## src/rtl/cphs_pkg.sv

```systemverilog
package cphs_pkg;

    localparam logic [2:0] PH_IDLE  = 3'd0;
    localparam logic [2:0] PH_FIRST = 3'd1;
    localparam logic [2:0] PH_BUSY  = 3'd2;
    localparam logic [2:0] PH_INTR  = 3'd3;
    localparam logic [2:0] PH_XFER  = 3'd4;
    localparam logic [2:0] PH_DATA  = 3'd5;

    localparam logic [1:0] RSP_DONE = 2'd0;
    localparam logic [1:0] RSP_BUSY = 2'd1;
    localparam logic [1:0] RSP_INC  = 2'd2;
    localparam logic [1:0] RSP_CANT = 2'd3;

    localparam logic [2:0] OP_TO_CORE = 3'd0;
    localparam logic [2:0] OP_TO_CP   = 3'd1;
    localparam logic [2:0] OP_DATA    = 3'd2;
    localparam logic [2:0] OP_LOAD    = 3'd3;
    localparam logic [2:0] OP_STORE   = 3'd4;

    localparam logic [2:0] ST_OK        = 3'd0;
    localparam logic [2:0] ST_UNDEF     = 3'd1;
    localparam logic [2:0] ST_CP_ABORT  = 3'd2;
    localparam logic [2:0] ST_INT_ABORT = 3'd3;
    localparam logic [2:0] ST_MEM_ABORT = 3'd4;
    localparam logic [2:0] ST_ABANDON   = 3'd5;

    localparam logic [1:0] EXC_NONE  = 2'd0;
    localparam logic [1:0] EXC_RESET = 2'd1;
    localparam logic [1:0] EXC_FIQ   = 2'd2;
    localparam logic [1:0] EXC_IRQ   = 2'd3;

    typedef enum logic [3:0] {
        S_IDLE, S_FIRST, S_WAIT, S_BUSY, S_CCYC, S_ICYC,
        S_XFER, S_LMEM, S_LDATA, S_SDATA, S_INTR, S_REPORT
    } seq_state_e;

endpackage

```

## src/rtl/cphs_exc_prio.sv

```systemverilog
module cphs_exc_prio
    import cphs_pkg::*;
(
    input  logic       reset_req,
    input  logic       fiq_req,
    input  logic       fiq_mask,
    input  logic       irq_req,
    input  logic       irq_mask,
    output logic       pending,
    output logic [1:0] code
);
    always_comb begin
        if (reset_req)                 code = EXC_RESET;
        else if (fiq_req && !fiq_mask) code = EXC_FIQ;
        else if (irq_req && !irq_mask) code = EXC_IRQ;
        else                           code = EXC_NONE;
        pending = (code != EXC_NONE);
    end
endmodule

```

## src/rtl/cphs_addr_walker.sv

```systemverilog
module cphs_addr_walker #(
    parameter int AW        = 32,
    parameter int WORD_BYTES = 4
) (
    input  logic          clk,
    input  logic          rst_n,
    input  logic          load,
    input  logic [AW-1:0] base,
    input  logic          step,
    input  logic          access,
    input  logic          mem_abort,
    output logic [AW-1:0] addr,
    output logic          abort_seen
);
    localparam logic [AW-1:0] STRIDE = AW'(WORD_BYTES);

    always_ff @(posedge clk or negedge rst_n) begin
        if (!rst_n) begin
            addr       <= '0;
            abort_seen <= 1'b0;
        end else begin
            if (load)      addr <= base;
            else if (step) addr <= addr + STRIDE;

            if (load)                     abort_seen <= 1'b0;
            else if (access && mem_abort) abort_seen <= 1'b1;
        end
    end

    assert_word_step_R8: assert property (@(posedge clk) disable iff (!rst_n)
        (step && !load) |=> addr == $past(addr) + STRIDE);

    assert_abort_sticky_R12: assert property (@(posedge clk) disable iff (!rst_n)
        (abort_seen && !load) |=> abort_seen);
endmodule

```

## src/rtl/cphs_busy_watch.sv

```systemverilog
module cphs_busy_watch #(
    parameter int LIMIT = 1024
) (
    input  logic clk,
    input  logic rst_n,
    input  logic clr,
    input  logic busy_seen,
    output logic expire
);
    localparam int CW = (LIMIT > 2) ? $clog2(LIMIT) : 1;
    localparam logic [CW-1:0] LAST = CW'(LIMIT - 1);

    logic [CW-1:0] count;

    assign expire = busy_seen && (count == LAST);

    always_ff @(posedge clk or negedge rst_n) begin
        if (!rst_n)                    count <= '0;
        else if (clr)                  count <= '0;
        else if (busy_seen && !expire) count <= count + 1'b1;
    end

    assert_count_advance_R11: assert property (@(posedge clk) disable iff (!rst_n)
        (busy_seen && !expire && !clr) |=> count == $past(count) + 1'b1);
endmodule

```

## src/rtl/cp_handshake_seq.sv

```systemverilog
module cp_handshake_seq
    import cphs_pkg::*;
#(
    parameter int AW         = 32,
    parameter int BUSY_LIMIT = 1024,
    parameter int VEC_LIMIT  = 32
) (
    input  logic          clk,
    input  logic          rst_n,
    input  logic          start,
    input  logic [2:0]    op_class,
    input  logic [AW-1:0] base_addr,
    input  logic          addr_fault,
    output logic [2:0]    cp_phase,
    input  logic [1:0]    cp_resp,
    input  logic          reset_req,
    input  logic          fiq_req,
    input  logic          fiq_mask,
    input  logic          irq_req,
    input  logic          irq_mask,
    output logic          mem_req,
    output logic          mem_we,
    output logic [AW-1:0] mem_addr,
    input  logic          mem_abort,
    output logic          idle_cycle,
    output logic          cp_cycle,
    output logic          busy,
    output logic          done,
    output logic [2:0]    status,
    output logic [1:0]    exc_code
);
    localparam logic [AW-1:0] VEC_TOP = AW'(VEC_LIMIT);

    seq_state_e state, nxt;
    logic [2:0] op_q;
    logic [2:0] status_q, nxt_status;
    logic [1:0] exc_q;

    logic accept, op_legal, is_ldst_in, int_fault, is_ldst_q;
    logic step, wd_seen, wd_expire, abort_seen;
    logic exc_pending;
    logic [1:0] exc_now;

    assign accept     = (state == S_IDLE) && start;
    assign op_legal   = (op_class <= OP_STORE);
    assign is_ldst_in = (op_class == OP_LOAD) || (op_class == OP_STORE);
    assign int_fault  = is_ldst_in &&
                        (addr_fault || ((op_class == OP_STORE) && (base_addr < VEC_TOP)));
    assign is_ldst_q  = (op_q == OP_LOAD) || (op_q == OP_STORE);

    cphs_exc_prio u_prio (
        .reset_req (reset_req),
        .fiq_req   (fiq_req),
        .fiq_mask  (fiq_mask),
        .irq_req   (irq_req),
        .irq_mask  (irq_mask),
        .pending   (exc_pending),
        .code      (exc_now)
    );

    cphs_addr_walker #(.AW(AW)) u_walk (
        .clk        (clk),
        .rst_n      (rst_n),
        .load       (accept),
        .base       (base_addr),
        .step       (step),
        .access     (mem_req),
        .mem_abort  (mem_abort),
        .addr       (mem_addr),
        .abort_seen (abort_seen)
    );

    cphs_busy_watch #(.LIMIT(BUSY_LIMIT)) u_watch (
        .clk       (clk),
        .rst_n     (rst_n),
        .clr       (accept),
        .busy_seen (wd_seen),
        .expire    (wd_expire)
    );

    // next-state and result selection
    always_comb begin
        nxt        = state;
        nxt_status = status_q;
        step       = 1'b0;
        wd_seen    = 1'b0;
        unique case (state)
            S_IDLE: begin
                if (start) begin
                    if (!op_legal) begin
                        nxt = S_REPORT;  nxt_status = ST_UNDEF;
                    end else if (int_fault) begin
                        nxt = S_REPORT;  nxt_status = ST_INT_ABORT;
                    end else begin
                        nxt = S_FIRST;   nxt_status = ST_OK;
                    end
                end
            end
            S_FIRST, S_BUSY: begin
                if (cp_resp == RSP_CANT) begin
                    nxt        = S_REPORT;
                    nxt_status = is_ldst_q ? ST_CP_ABORT : ST_UNDEF;
                end else if (cp_resp == RSP_BUSY) begin
                    wd_seen = 1'b1;
                    if (wd_expire) begin
                        nxt = S_REPORT;  nxt_status = ST_UNDEF;
                    end else begin
                        nxt = S_WAIT;
                    end
                end else begin
                    case (op_q)
                        OP_TO_CORE, OP_TO_CP: nxt = S_CCYC;
                        OP_LOAD:              nxt = S_XFER;
                        OP_STORE:             nxt = S_SDATA;
                        default:              nxt = S_REPORT;
                    endcase
                end
            end
            S_WAIT:  nxt = exc_pending ? S_INTR : S_BUSY;
            S_CCYC:  nxt = (op_q == OP_TO_CORE) ? S_ICYC : S_REPORT;
            S_ICYC:  nxt = S_REPORT;
            S_XFER:  nxt = S_LMEM;
            S_LMEM:  nxt = S_LDATA;
            S_LDATA: begin
                if (cp_resp == RSP_INC) begin
                    step = 1'b1;
                    nxt  = S_LMEM;
                end else begin
                    nxt        = S_REPORT;
                    nxt_status = abort_seen ? ST_MEM_ABORT : ST_OK;
                end
            end
            S_SDATA: begin
                if (cp_resp == RSP_INC) begin
                    step = 1'b1;
                end else begin
                    nxt        = S_REPORT;
                    nxt_status = (abort_seen || mem_abort) ? ST_MEM_ABORT : ST_OK;
                end
            end
            S_INTR: begin
                nxt        = S_REPORT;
                nxt_status = ST_ABANDON;
            end
            S_REPORT: nxt = S_IDLE;
        endcase
    end

    // state register and latched instruction context
    always_ff @(posedge clk or negedge rst_n) begin
        if (!rst_n) begin
            state    <= S_IDLE;
            op_q     <= OP_TO_CORE;
            status_q <= ST_OK;
            exc_q    <= EXC_NONE;
        end else begin
            state    <= nxt;
            status_q <= nxt_status;
            if (accept) begin
                op_q  <= op_class;
                exc_q <= EXC_NONE;
            end else if (state == S_WAIT && exc_pending) begin
                exc_q <= exc_now;
            end
        end
    end

    // Moore outputs
    always_comb begin
        cp_phase   = PH_IDLE;
        mem_req    = 1'b0;
        mem_we     = 1'b0;
        idle_cycle = 1'b0;
        cp_cycle   = 1'b0;
        unique case (state)
            S_FIRST: cp_phase = PH_FIRST;
            S_BUSY:  cp_phase = PH_BUSY;
            S_INTR:  cp_phase = PH_INTR;
            S_XFER:  cp_phase = PH_XFER;
            S_LDATA: cp_phase = PH_DATA;
            S_SDATA: begin
                cp_phase = PH_DATA;
                mem_req  = 1'b1;
                mem_we   = 1'b1;
            end
            S_LMEM:  mem_req    = 1'b1;
            S_WAIT:  idle_cycle = 1'b1;
            S_ICYC:  idle_cycle = 1'b1;
            S_CCYC:  cp_cycle   = 1'b1;
            S_IDLE, S_REPORT: ;
        endcase
    end

    assign busy     = (state != S_IDLE);
    assign done     = (state == S_REPORT);
    assign status   = status_q;
    assign exc_code = exc_q;

    assert_first_phase_R2: assert property (@(posedge clk) disable iff (!rst_n)
        (!busy && start && op_legal && !int_fault) |=> cp_phase == PH_FIRST);

    assert_idle_before_busy_R3: assert property (@(posedge clk) disable iff (!rst_n)
        (cp_phase == PH_BUSY) |-> $past(idle_cycle));

    assert_intr_abandons_R4: assert property (@(posedge clk) disable iff (!rst_n)
        (cp_phase == PH_INTR) |=> (done && status == ST_ABANDON));

    assert_reset_wins_R5: assert property (@(posedge clk) disable iff (!rst_n)
        (idle_cycle && cp_phase == PH_IDLE && state == S_WAIT && reset_req)
        |=> (cp_phase == PH_INTR && exc_code == EXC_RESET));

    assert_write_in_data_R9: assert property (@(posedge clk) disable iff (!rst_n)
        mem_we |-> (mem_req && cp_phase == PH_DATA));

    assert_no_mem_regops_R10: assert property (@(posedge clk) disable iff (!rst_n)
        cp_cycle |-> !mem_req);
endmodule

```

## config.mk

```make
export PLATFORM = sky130hd
export DESIGN_NAME = cp_handshake_seq
export DESIGN_NICKNAME = d
export VERILOG_FILES = /design/src/rtl/cphs_pkg.sv /design/src/rtl/cphs_exc_prio.sv /design/src/rtl/cphs_addr_walker.sv /design/src/rtl/cphs_busy_watch.sv /design/src/rtl/cp_handshake_seq.sv
export SDC_FILE = /design/constraint.sdc
export NUM_CORES = 1
export LEC_CHECK = 0
export ABC_AREA = 1
export BUFFER_PORTS_ARGS = -buffer_cell sky130_fd_sc_hd__buf_4
export CORE_ASPECT_RATIO = 0.8
export CORE_UTILIZATION = 58
export CTS_CLUSTER_SIZE = 10
export DETAILED_ROUTE_END_ITERATION = 8
export PLACE_DENSITY = 0.91
export SLEW_MARGIN = 10
export SYNTH_ARGS = -nofsm -noshare
export SYNTH_HDL_FRONTEND = slang
export SYNTH_SLANG_ARGS = --single-unit
```

## constraint.sdc

```tcl
create_clock -name clk -period 2.4 [get_ports clk]
set_clock_uncertainty 0.1 [all_clocks]
set_input_delay 0.24 -clock clk [delete_from_list [all_inputs] [get_ports clk]]
set_output_delay 0.24 -clock clk [all_outputs]
set_load 0.03 [all_outputs]
```

==> flow_summary.toml, run 1 <==
[die]
core_region_area_mm2 = 0.00607
die_w_um = 92
die-area_mm2 = 0.00681
fp-row-count = 25
start_util_pct = 61.9
io_pins = 93
die_h_um = 74

[yosys]
synth.area.top_cells = "dfrtp_1, nand2_1, inv_1, nor2_1, nand3_1"
syn_inst = 568
ys_types = 35
syn_area_mm2 = 0.00376
async_reset_ff_share_pct = 100
synth_top_area_share_pct = 36.6
synth_seq_cells = 55
synth_top_area_cell = "dfrtp_1"
synth_common_cells = "nand2_1, inv_1, nor2_1"
synth_edf_count = 0
syn-num-nets = 617
synth_warnings = 0
synth_ff_type = "dfrtp_1"
ys_seq_area_share_pct = 36.6
synth.most_common_cell = "nand2_1"
avgSynthCellArea_um2 = 6.62

[setup_path]
rr_worst_depth = 10
critPathKind = "reg2reg"
arrival_ns = 2.15
worstSetupEndpoint = "u_walk.addr[30]$_DFFE_PN0P_"
r2r_slack_ns = 0.37
r2r_start = "u_walk.addr[2]$_DFFE_PN0P_"
startpoint_type = "register"
rr_endpoint = "u_walk.addr[30]$_DFFE_PN0P_"
critPathCaptureType = "register"
crit_required_ns = 2.52
crit_fanout = 5
crit_start = "u_walk.addr[2]$_DFFE_PN0P_"

[cts]
cts_htree_levels = 2
root_buffer = "clkbuf_8"
clk-insertion-delay-late_ns = 0.32
path_clk_slew_ns = 0.10
cts.sinks = 55
cts_tree = "built"
numCtsBuffers = 5
cts_buffer_depth = 2

[timing]
hold_slack_ns = 0.0230
fmax_mhz = 492
worst_slew_pin_slew_ns = 0.711
setup_viol = 0
fin_tns_setup_ns = 0
drv_slew = 0
min_period_ns = 2.03
post-route-period-util_pct = 84.6
relSlewSlack_pct = 52.6
rsz0062_at_grt = "false"
worst_slack_ns = 0.369
finalHoldViolCount = 0

[hold_path]
hold_start = "reset_req"
hp-class = "in2reg"

[finish]
antenna_cells = 0
fillers = 502
drive_above_1_share_pct = 17.8
areaGrowthSynthToFinish_pct = 22.7
nets = 710
post-route-cell-area_mm2 = 0.00461

[global_routing]
grt_pass1_vias = 3732
grt_usage_pct = 33.9
grt_pass1_wl_mm = 18.0
grt_max_degree = 56
antenna_found_initial = 0
grt_overflow_total = 0

[power_and_ir_drop]
p_total_mw = 5.71
powerDensity_mw_per_mm2 = 1240
p_leak_nw = 2.29
vdd_drop_max_v = 0.000791

[flow_run]
maxCapViolCount = 0

[routing]
num_vias = 4184
drt-total-wl_mm = 11.3
drtIter0Drc = 433
vias_per_cell = 5.63
drc = 0
wire_per_inst_um = 15.2
ant_nets = 0
dr.pass1.iters = 6

[place]
postPlaceCellArea_mm2 = 0.00451
buffer_ports.inserted = 92
place_congestion = 0.989
place_hpwl_mm = 8.68
post-place-ws_ns = 0.448

[outcome]
status = "finished, final reports clean"
cells in the final DEF (no fill, tap or decap), types with 2 or more instances in the layout:
master      count
o211ai_1        4
o31ai_1         3
nor3_1         25
o221ai_1        5
nor3_2          2
xor2_1         17
nand2_2         3
nor2_4          4
a31oi_1         2
a21oi_1        18
o22ai_1         3
ha_1            2
inv_1          82
xnor2_1         3
clkinvlp_4      2
o21ai_0        38
nor4_1          2
nand2_1       160
clkbuf_8        5
nand3_1        40
o21ai_1         5
dfrtp_1        55
inv_2           4
nor2_1         68
nor2_2          2
buf_4          94
nand4_1         5
where the power goes:
part | leakage [nW] | internal (mW) | total [mW] | switching (mW)
Combinational | 1.56 | 1.14 | 3.38 | 2.24
Clock | 0.0402 | 0.204 | 0.529 | 0.325
Sequential | 0.686 | 1.34 | 1.80 | 0.464
Total | 2.29 | 2.68 | 5.71 | 3.03
registers in the layout, indices dropped and copies added (netlist names):
register and cells:
u_walk.addr 32, u_watch.count 10, state 4, op_q 3, status 3, exc_code 2, u_walk.abort_seen 1
worst max-delay path: stages (launching register included):
cell	delay, ns
dfrtp_1	0.43
ha_1	0.22
nand3_1	0.13
inv_1	0.11
nand2_1	0.15
nor2_1	0.26
nand3_1	0.22
nor2_1	0.13
nand2_1	0.06
nand3_1	0.08
nand2_1	0.05
timing repair:
| item | 4_1_cts | 5_1_grt |
|---|---|---|
| setup buffers | 0 | 0 |
| hold buffers | 1 | 0 |
| resized for setup | 0 | 0 |
| endpoints found under the hold margin | 55 | 0 |
final cells by class:
| type | count | area [um2] | area share [%] |
|---|---|---|---|
| Sequential cell | 55 | 1380 | 29.9 |
| Clock buffer | 5 | 68.8 | 1.49 |
| Timing Repair Buffer | 95 | 716 | 15.5 |
| Tap cell | 81 | 101 | 2.20 |
| Clock inverter | 3 | 20.0 | 0.434 |
| Inverter | 87 | 327 | 7.08 |
| Multi-Input combinational cell | 417 | 2000 | 43.4 |
cells by family (layout without fill, tap and decap cells):
family	count (synthesis)	count (layout)	synth area share, %
compound gates	80	80	12.0
simple gates	315	315	36.0
xor+xnor	20	20	4.66
flops	55	55	36.6
fa+ha+maj	2	2	0.666
buf+inv	96	190	10.1
layer usage:
metal,wire (um),GRT usage (%),vias up
li1,-,-,1999
met1,5060,52.5,1929
met2,4840,49.5,235
met3,1180,6.13,21
met4,179,7.81,0
met5,0,0,-
stage by stage:
stage	cells	utilization [%]
floorplan	568	-
global placement	734	74.4
detailed placement	734	74.4
CTS	743	76.0
global route	743	76.0
finish	743	76.0
how the worst min path moves through the flow:
stage | endpoint | slack, ns | depth (start not counted)
floorplan | exc_code[0]$_DFFE_PN0P_ | -0.16 | 0
global placement | u_walk.addr[29]$_DFFE_PN0P_ | 0.23 | 1
detailed placement | u_walk.addr[29]$_DFFE_PN0P_ | 0.24 | 1
CTS | exc_code[1]$_DFFE_PN0P_ | 0.01 | 2
global route | u_walk.addr[0]$_DFFE_PN0P_ | 0.04 | 3
finish | exc_code[1]$_DFFE_PN0P_ | 0.02 | 2
(Power assumes the default switching activity.)
==> run 2, diff against run 1 <==
--- a/config.mk
+++ b/config.mk
@@ -8,10 +8,10 @@
 export ABC_AREA = 1
 export BUFFER_PORTS_ARGS = -buffer_cell sky130_fd_sc_hd__buf_4
 export CORE_ASPECT_RATIO = 0.8
-export CORE_UTILIZATION = 58
+export CORE_UTILIZATION = 54
 export CTS_CLUSTER_SIZE = 10
 export DETAILED_ROUTE_END_ITERATION = 8
-export PLACE_DENSITY = 0.91
+export PLACE_DENSITY = 0.86
 export SLEW_MARGIN = 10
 export SYNTH_ARGS = -nofsm -noshare
 export SYNTH_HDL_FRONTEND = slang
==> constraint.sdc (replaced) <==
create_clock -name clk -period 1.95 [get_ports clk]
set_clock_uncertainty 0.1 [all_clocks]
set_input_delay 0.195 -clock clk [delete_from_list [all_inputs] [get_ports clk]]
set_output_delay 0.195 -clock clk [all_outputs]
set_load 0.03 [all_outputs]
==> flow_summary.toml, run 2 (synthesis gave the netlist of run 1 again) <==
[outcome]
status = "finished, final reports clean"

[place]
buffer_ports.inserted = 92
place_congestion = 0.985
place_hpwl_mm = 8.70

[timing]
worst_slew_pin_slew_ns = 0.714
hold_slack_ns = 0.0117
rsz0062_at_grt = "true"
relSlewSlack_pct = 52.4
fmax_mhz = 546
min_period_ns = 1.83
post-route-period-util_pct = 93.9
drv_slew = 0
setup_viol = 0
finalHoldViolCount = 0

[setup_path]
r2r_start = "u_walk.addr[10]$_DFFE_PN0P_"
crit_start = "u_walk.addr[10]$_DFFE_PN0P_"
rr_endpoint = "u_walk.addr[23]$_DFFE_PN0P_"
critPathKind = "reg2reg"
crit_fanout = 5
arrival_ns = 1.93
rr_worst_depth = 9
critPathCaptureType = "register"
startpoint_type = "register"
worstSetupEndpoint = "u_walk.addr[23]$_DFFE_PN0P_"
r2r_slack_ns = 0.12
crit_required_ns = 2.05

[die]
die_w_um = 95.3
die-area_mm2 = 0.00730
io_pins = 93
start_util_pct = 57.5
fp-row-count = 26
die_h_um = 76.6
core_region_area_mm2 = 0.00654

[finish]
nets = 725
top_regs = "u_walk.addr (32), u_watch.count (10), state (4)"
regMostFlops = "u_walk.addr"
largest_reg_flops = 32
drive_above_1_share_pct = 21.0
areaGrowthSynthToFinish_pct = 28.7
final_cell_mix = "nand2_1, buf_4, inv_1"
fin_util_pct = 74.0
mostFrequentLayoutCell = "nand2_1"
antenna_cells = 0

[flow_run]
maxCapViolCount = 0

[cts]
clk-insertion-delay-late_ns = 0.31
cts_htree_levels = 2
root_buffer = "clkbuf_8"
cts.sinks = 55
numCtsBuffers = 5
cts_tree = "built"
path_clk_slew_ns = 0.10
cts_buffer_depth = 2

[routing]
wire_per_inst_um = 15.1
drc = 0
drtIter0Drc = 322
ant_nets = 0
vias_per_cell = 5.57
drt-total-wl_mm = 11.5
dr.pass1.iters = 7
num_vias = 4238

[global_routing]
grt_pass1_vias = 3881
grt_overflow_total = 0
grt_max_degree = 56
grt_usage_pct = 32.1
antenna_found_initial = 0
grt_pass1_wl_mm = 18.3

[power_and_ir_drop]
p_leak_nw = 2.38
p_total_mw = 7.28
powerDensity_mw_per_mm2 = 1510
vdd_drop_max_v = 0.000885

[hold_path]
hp-class = "in2reg"
## run 2: changes by cell type in the layout (fill, tap and decap cells not counted), moves of 2 or more
cell           before  now
buf_4              94  103
nand3_1            40   38
o21ai_0            38   36
nand2_1           160  158
nor3_2              2    4
nor3_1             25   23
nor2_1             68   63
nor2_2              2    6
nand3_2             0    2
dlygate4sd3_1       1    6
## run 2: through the flow
step / cells / setup WS (ns) / TNS [ns] / instance area [um2]
2_1_floorplan: 568 / 0.128 / 0 / 3760
4_1_cts: 760 / 0.0319 / 0 / 4770
3_3_place_gp: 746 / 0.141 / 0 / 4600
3_5_place_dp: 746 / 0.0550 / 0 / 4600
5_1_grt: 761 / -0.0345 / -0.0359 / 4840
6_report: 761 / 0.120 / 0 / 4840
## run 2: how the worst min path moves through the flow
stage / end / depth (start not counted) / start
finish: u_walk.addr[16]$_DFFE_PN0P_ / 3 / base_addr[16]
global route: u_walk.abort_seen$_DFFE_PN0P_ / 3 / mem_abort
CTS: u_walk.addr[16]$_DFFE_PN0P_ / 3 / base_addr[16]
detailed placement: u_walk.addr[27]$_DFFE_PN0P_ / 1 / rst_n
global placement: u_walk.addr[27]$_DFFE_PN0P_ / 1 / rst_n
floorplan: exc_code[0]$_DFFE_PN0P_ / 0 / rst_n
## run 2: power breakdown
part / internal, mW / switching (mW)
clock: 0.388 / 0.409
sequential: 1.65 / 0.563
combinational: 1.49 / 2.79
total: 3.52 / 3.76
## run 2: timing repair
item	4_1_cts	5_1_grt
setup buffers	0	1
hold buffers	6	0
endpoints found under the hold margin	60	0
resized for setup	0	18
setup endpoints to repair	0	22
## run 2: per-layer routing
metal | GRT usage, % | vias to the layer above | wire, um
met5 | 0 | - | 0
met4 | 6.97 | 0 | 141
met3 | 5.39 | 12 | 1160
met2 | 47.1 | 226 | 5080
met1 | 48.8 | 1968 | 5140
li1 | - | 2032 | -
## run 2: worst max-delay path, cell delays in order, from the launching register on
cell     delay [ns]
dfrtp_1        0.49
nand3_1        0.16
nor2_2         0.21
inv_1          0.10
nor2_2         0.19
nand2_1        0.16
nor2_1         0.11
nand2_1        0.06
nand3_1        0.08
nand3_1        0.06
## run 2: final cells by class
| type | count | area (um2) |
|---|---|---|
| Timing Repair Buffer | 110 | 853 |
| Inverter | 87 | 327 |
| Multi-Input combinational cell | 417 | 2060 |
| Sequential cell | 55 | 1380 |
| Clock buffer | 5 | 68.8 |
| Tap cell | 84 | 105 |
| Fill cell | 539 | 1700 |
| Clock inverter | 3 | 46.3 |
==> run 3, diff against run 2 <==
--- a/config.mk
+++ b/config.mk
@@ -8,10 +8,10 @@
 export ABC_AREA = 1
 export BUFFER_PORTS_ARGS = -buffer_cell sky130_fd_sc_hd__buf_4
 export CORE_ASPECT_RATIO = 0.8
-export CORE_UTILIZATION = 54
+export CORE_UTILIZATION = 49
 export CTS_CLUSTER_SIZE = 10
 export DETAILED_ROUTE_END_ITERATION = 8
-export PLACE_DENSITY = 0.86
+export PLACE_DENSITY = 0.82
 export SLEW_MARGIN = 10
 export SYNTH_ARGS = -nofsm -noshare
 export SYNTH_HDL_FRONTEND = slang
==> constraint.sdc (replaced) <==
create_clock -name clk -period 1.5 [get_ports clk]
set_clock_uncertainty 0.1 [all_clocks]
set_input_delay 0.15 -clock clk [delete_from_list [all_inputs] [get_ports clk]]
set_output_delay 0.15 -clock clk [all_outputs]
set_load 0.03 [all_outputs]
==> flow_summary.toml, run 3 <==
[timing]
worstEpCategory = "register input"
postGrtWorstEndpoint = "u_walk.addr[14]$_DFFE_PN0P_/D"

[cts]
root_buffer = "clkbuf_8"
cts_htree_levels = 2
cts.sinks = 55
numCtsBuffers = 5
cts_buffer_depth = 2

[yosys]
synth_seq_cells = 55
async_reset_ff_share_pct = 100
syn_area_mm2 = 0.00376
avgSynthCellArea_um2 = 6.62
synth_edf_count = 0
synth_common_cells = "nand2_1, inv_1, nor2_1"
synth_top_area_share_pct = 36.6
ys_seq_area_share_pct = 36.6
ys_types = 35
synth_top_area_cell = "dfrtp_1"
synth_ff_type = "dfrtp_1"
syn-num-nets = 617
synth.most_common_cell = "nand2_1"
synth.area.top_cells = "dfrtp_1, nand2_1, inv_1, nor2_1, nand3_1"
synth_warnings = 0
syn_inst = 568

[outcome]
haltStage = "global routing"
first-error = "[ERROR DPL-0038] Utilization greater than 100%, impossible to legalize"
status = "stopped before the end"

[place]
dp.cells = 859
place_congestion = 0.988
place_hpwl_mm = 10.0
buffer_ports.inserted = 92

[die]
die_w_um = 99.9
start_util_pct = 50.6
die_h_um = 80.3
io_pins = 93
fp-row-count = 28

[global_routing]
grt_max_degree = 35
==> run 3: cell counts after synthesis <==
No cell type changed its count.
==> run 3: logic make-up after synthesis <==
kind of cell,count (synthesis),synth area share [%]
and+or+nand+nor,315,36.0
AOI/OAI and AO/OA,80,12.0
adders and majority gates,2,0.666
xor gates and xnor gates,20,4.66
buffers and inverters,96,10.1
DFF,55,36.6
==> run 3: repair_timing <==
action / CTS
resized for setup: 210
buffers inserted: 24
pin swaps: 46
hold buffers: 21
hold endpoints to repair: 75
cloned: 7
endpoints found under the setup margin: 59
==> run 3: per-stage QoR <==
| step | setup slack, ns | util (%) | hold slack (ns) | area [um2] |
|---|---|---|---|---|
| after floorplan | -0.127 | - | -0.246 | 3880 |
| after global placement | -0.241 | 73.3 | -0.0381 | 5440 |
| after detailed placement | -0.269 | 73.3 | -0.0362 | 5440 |
| after CTS | -0.189 | 92.1 | 0.00788 | 6840 |
==> run 4, diff against run 3 <==
--- a/config.mk
+++ b/config.mk
@@ -7,11 +7,9 @@
 export LEC_CHECK = 0
 export ABC_AREA = 1
 export BUFFER_PORTS_ARGS = -buffer_cell sky130_fd_sc_hd__buf_4
-export CORE_ASPECT_RATIO = 0.8
-export CORE_UTILIZATION = 49
-export CTS_CLUSTER_SIZE = 10
+export CORE_UTILIZATION = 40
 export DETAILED_ROUTE_END_ITERATION = 8
-export PLACE_DENSITY = 0.82
+export PLACE_DENSITY_LB_ADDON = 0.15
 export SLEW_MARGIN = 10
 export SYNTH_ARGS = -nofsm -noshare
 export SYNTH_HDL_FRONTEND = slang
==> constraint.sdc (replaced) <==
create_clock -name clk -period 2 [get_ports clk]
set_clock_uncertainty 0.1 [all_clocks]
set_input_delay 0.2 -clock clk [delete_from_list [all_inputs] [get_ports clk]]
set_output_delay 0.2 -clock clk [all_outputs]
set_load 0.03 [all_outputs]
==> flow_summary.toml, run 4 (synthesis gave the netlist of run 1 again) <==
[timing]
worst_slew_pin_slew_ns = 0.711
rsz0062_at_grt = "true"
finalHoldViolCount = 0
drv_slew = 0
worst_slack_ns = 0.171
relSlewSlack_pct = 52.6
min_period_ns = 1.83
post-route-period-util_pct = 91.5
hold_slack_ns = 0.0165
setup_viol = 0
fmax_mhz = 547

[routing]
wire_per_inst_um = 13.8
wl_met3_um = 425
top_layer_used = "met4"
vias_per_cell = 5.10
met2_length_mm = 5.37
num_vias = 4002
ant_nets = 0
drt-total-wl_mm = 10.8
drtIter0Drc = 186
dr.pass1.iters = 4
drc = 0
met1_length_mm = 4.85

[cts]
root_buffer = "clkbuf_8"
numCtsBuffers = 5
path_clk_slew_ns = 0.11
cts_buffer_depth = 2
cts_htree_levels = 2
cts_tree = "built"
cts.sinks = 55
clk-insertion-delay-late_ns = 0.31

[power_and_ir_drop]
powerDensity_mw_per_mm2 = 1450
p_leak_nw = 2.36
vdd_drop_max_v = 0.000809
p_total_mw = 6.94

[die]
core_region_area_mm2 = 0.00915
die-area_mm2 = 0.00979
die_h_um = 98.9
fp-row-count = 35
io_pins = 93
start_util_pct = 41.1
die_w_um = 98.9

[finish]
multi_input_area_mm2 = 0.00203
top_regs = "u_walk.addr (32), u_watch.count (10), state (4)"
fillers = 953
areaGrowthSynthToFinish_pct = 27.6
nets = 723
final_cell_mix = "nand2_1, buf_4, inv_1"
antenna_cells = 0
register_area_mm2 = 0.00138
largest_reg_flops = 32
regMostFlops = "u_walk.addr"
mostFrequentLayoutCell = "nand2_1"
drive_above_1_share_pct = 19.3

[global_routing]
grt_usage_pct = 23.2
grt_max_degree = 56
grt_overflow_total = 0
grt_pass1_wl_mm = 18.2
antenna_found_initial = 0
grt_pass1_vias = 3916

[hold_path]
hp-class = "in2reg"

[setup_path]
critPathKind = "reg2out"
crit_fanout = 7
r2r_slack_ns = 0.18
slowest_stage = "dfrtp_1"
crit_chain = "nor2_1 > inv_1 > o21ai_0 > buf_4"
critPathCaptureType = "output port"
arrival_ns = 1.53
crit_required_ns = 1.70
cpPeakStageDelay_ns = 0.48
startpoint_type = "register"

[place]
post-place-ws_ns = 0.118
place_congestion = 0.937
buffer_ports.inserted = 92
place_hpwl_mm = 8.50

[flow_run]
maxCapViolCount = 0

[outcome]
status = "finished, final reports clean"
-- run 4: worst max-delay path: cells and delay by family (launching register included) --
family / cells / cell delay (ns)
compound gates: 1 / 0.16
buf+inv: 2 / 0.31
flops: 1 / 0.48
simple gates: 1 / 0.26
-- run 4: final timing paths --
path                                                  from                          end  cells after the start
worst max-delay path                  state[0]$_DFFE_PN0P_                  cp_phase[2]                      4
worst min-delay path                          base_addr[8]   u_walk.addr[8]$_DFFE_PN0P_                      3
worst max register to register  u_walk.addr[2]$_DFFE_PN0P_  u_walk.addr[28]$_DFFE_PN0P_                      9
worst min register to register  u_walk.addr[0]$_DFFE_PN0P_   u_walk.addr[0]$_DFFE_PN0P_                      2
max in group asynchronous                            rst_n  u_walk.addr[21]$_DFFE_PN0P_                      2
min in group asynchronous                            rst_n  u_walk.addr[10]$_DFFE_PN0P_                      2
-- run 4: timing repair --
item | CTS | global route
gates resized for setup | 0 | 7
hold buffers | 5 | 0
hold endpoints to repair | 59 | 0
endpoints found under the setup margin | 0 | 11
setup buffers | 0 | 0
-- run 4: final cells by class --
type | count | share of cell area, %
Clock buffer | 5 | 1.43
Clock inverter | 2 | 0.782
Multi-Input combinational cell | 417 | 42.2
Sequential cell | 55 | 28.7
Inverter | 87 | 6.81
Timing Repair Buffer | 108 | 17.2
Tap cell | 111 | 2.90
-- run 4: where the power goes --
group	internal (mW)	switching, mW
logic	1.43	2.62
clock network	0.367	0.388
registers	1.60	0.536
total	3.40	3.54
-- run 4: per-layer routing --
| metal | vias to the layer above | track usage [%] |
|---|---|---|
| met5 | - | 0 |
| met3 | 15 | 3.33 |
| met1 | 1867 | 29.4 |
| li1 | 2024 | - |
| met4 | 0 | 7.23 |
| met2 | 96 | 40.8 |
-- run 4: per-stage QoR --
step | std cells | instance area, um2 | utilization, % | TNS [ns]
detailed placement | 773 | 4620 | 50.4 | 0
global route | 785 | 4800 | 52.4 | -0.0152
floorplan | 568 | 3760 | - | 0
finish | 785 | 4800 | 52.4 | 0
global placement | 773 | 4620 | 50.4 | 0
CTS | 785 | 4770 | 52.2 | 0
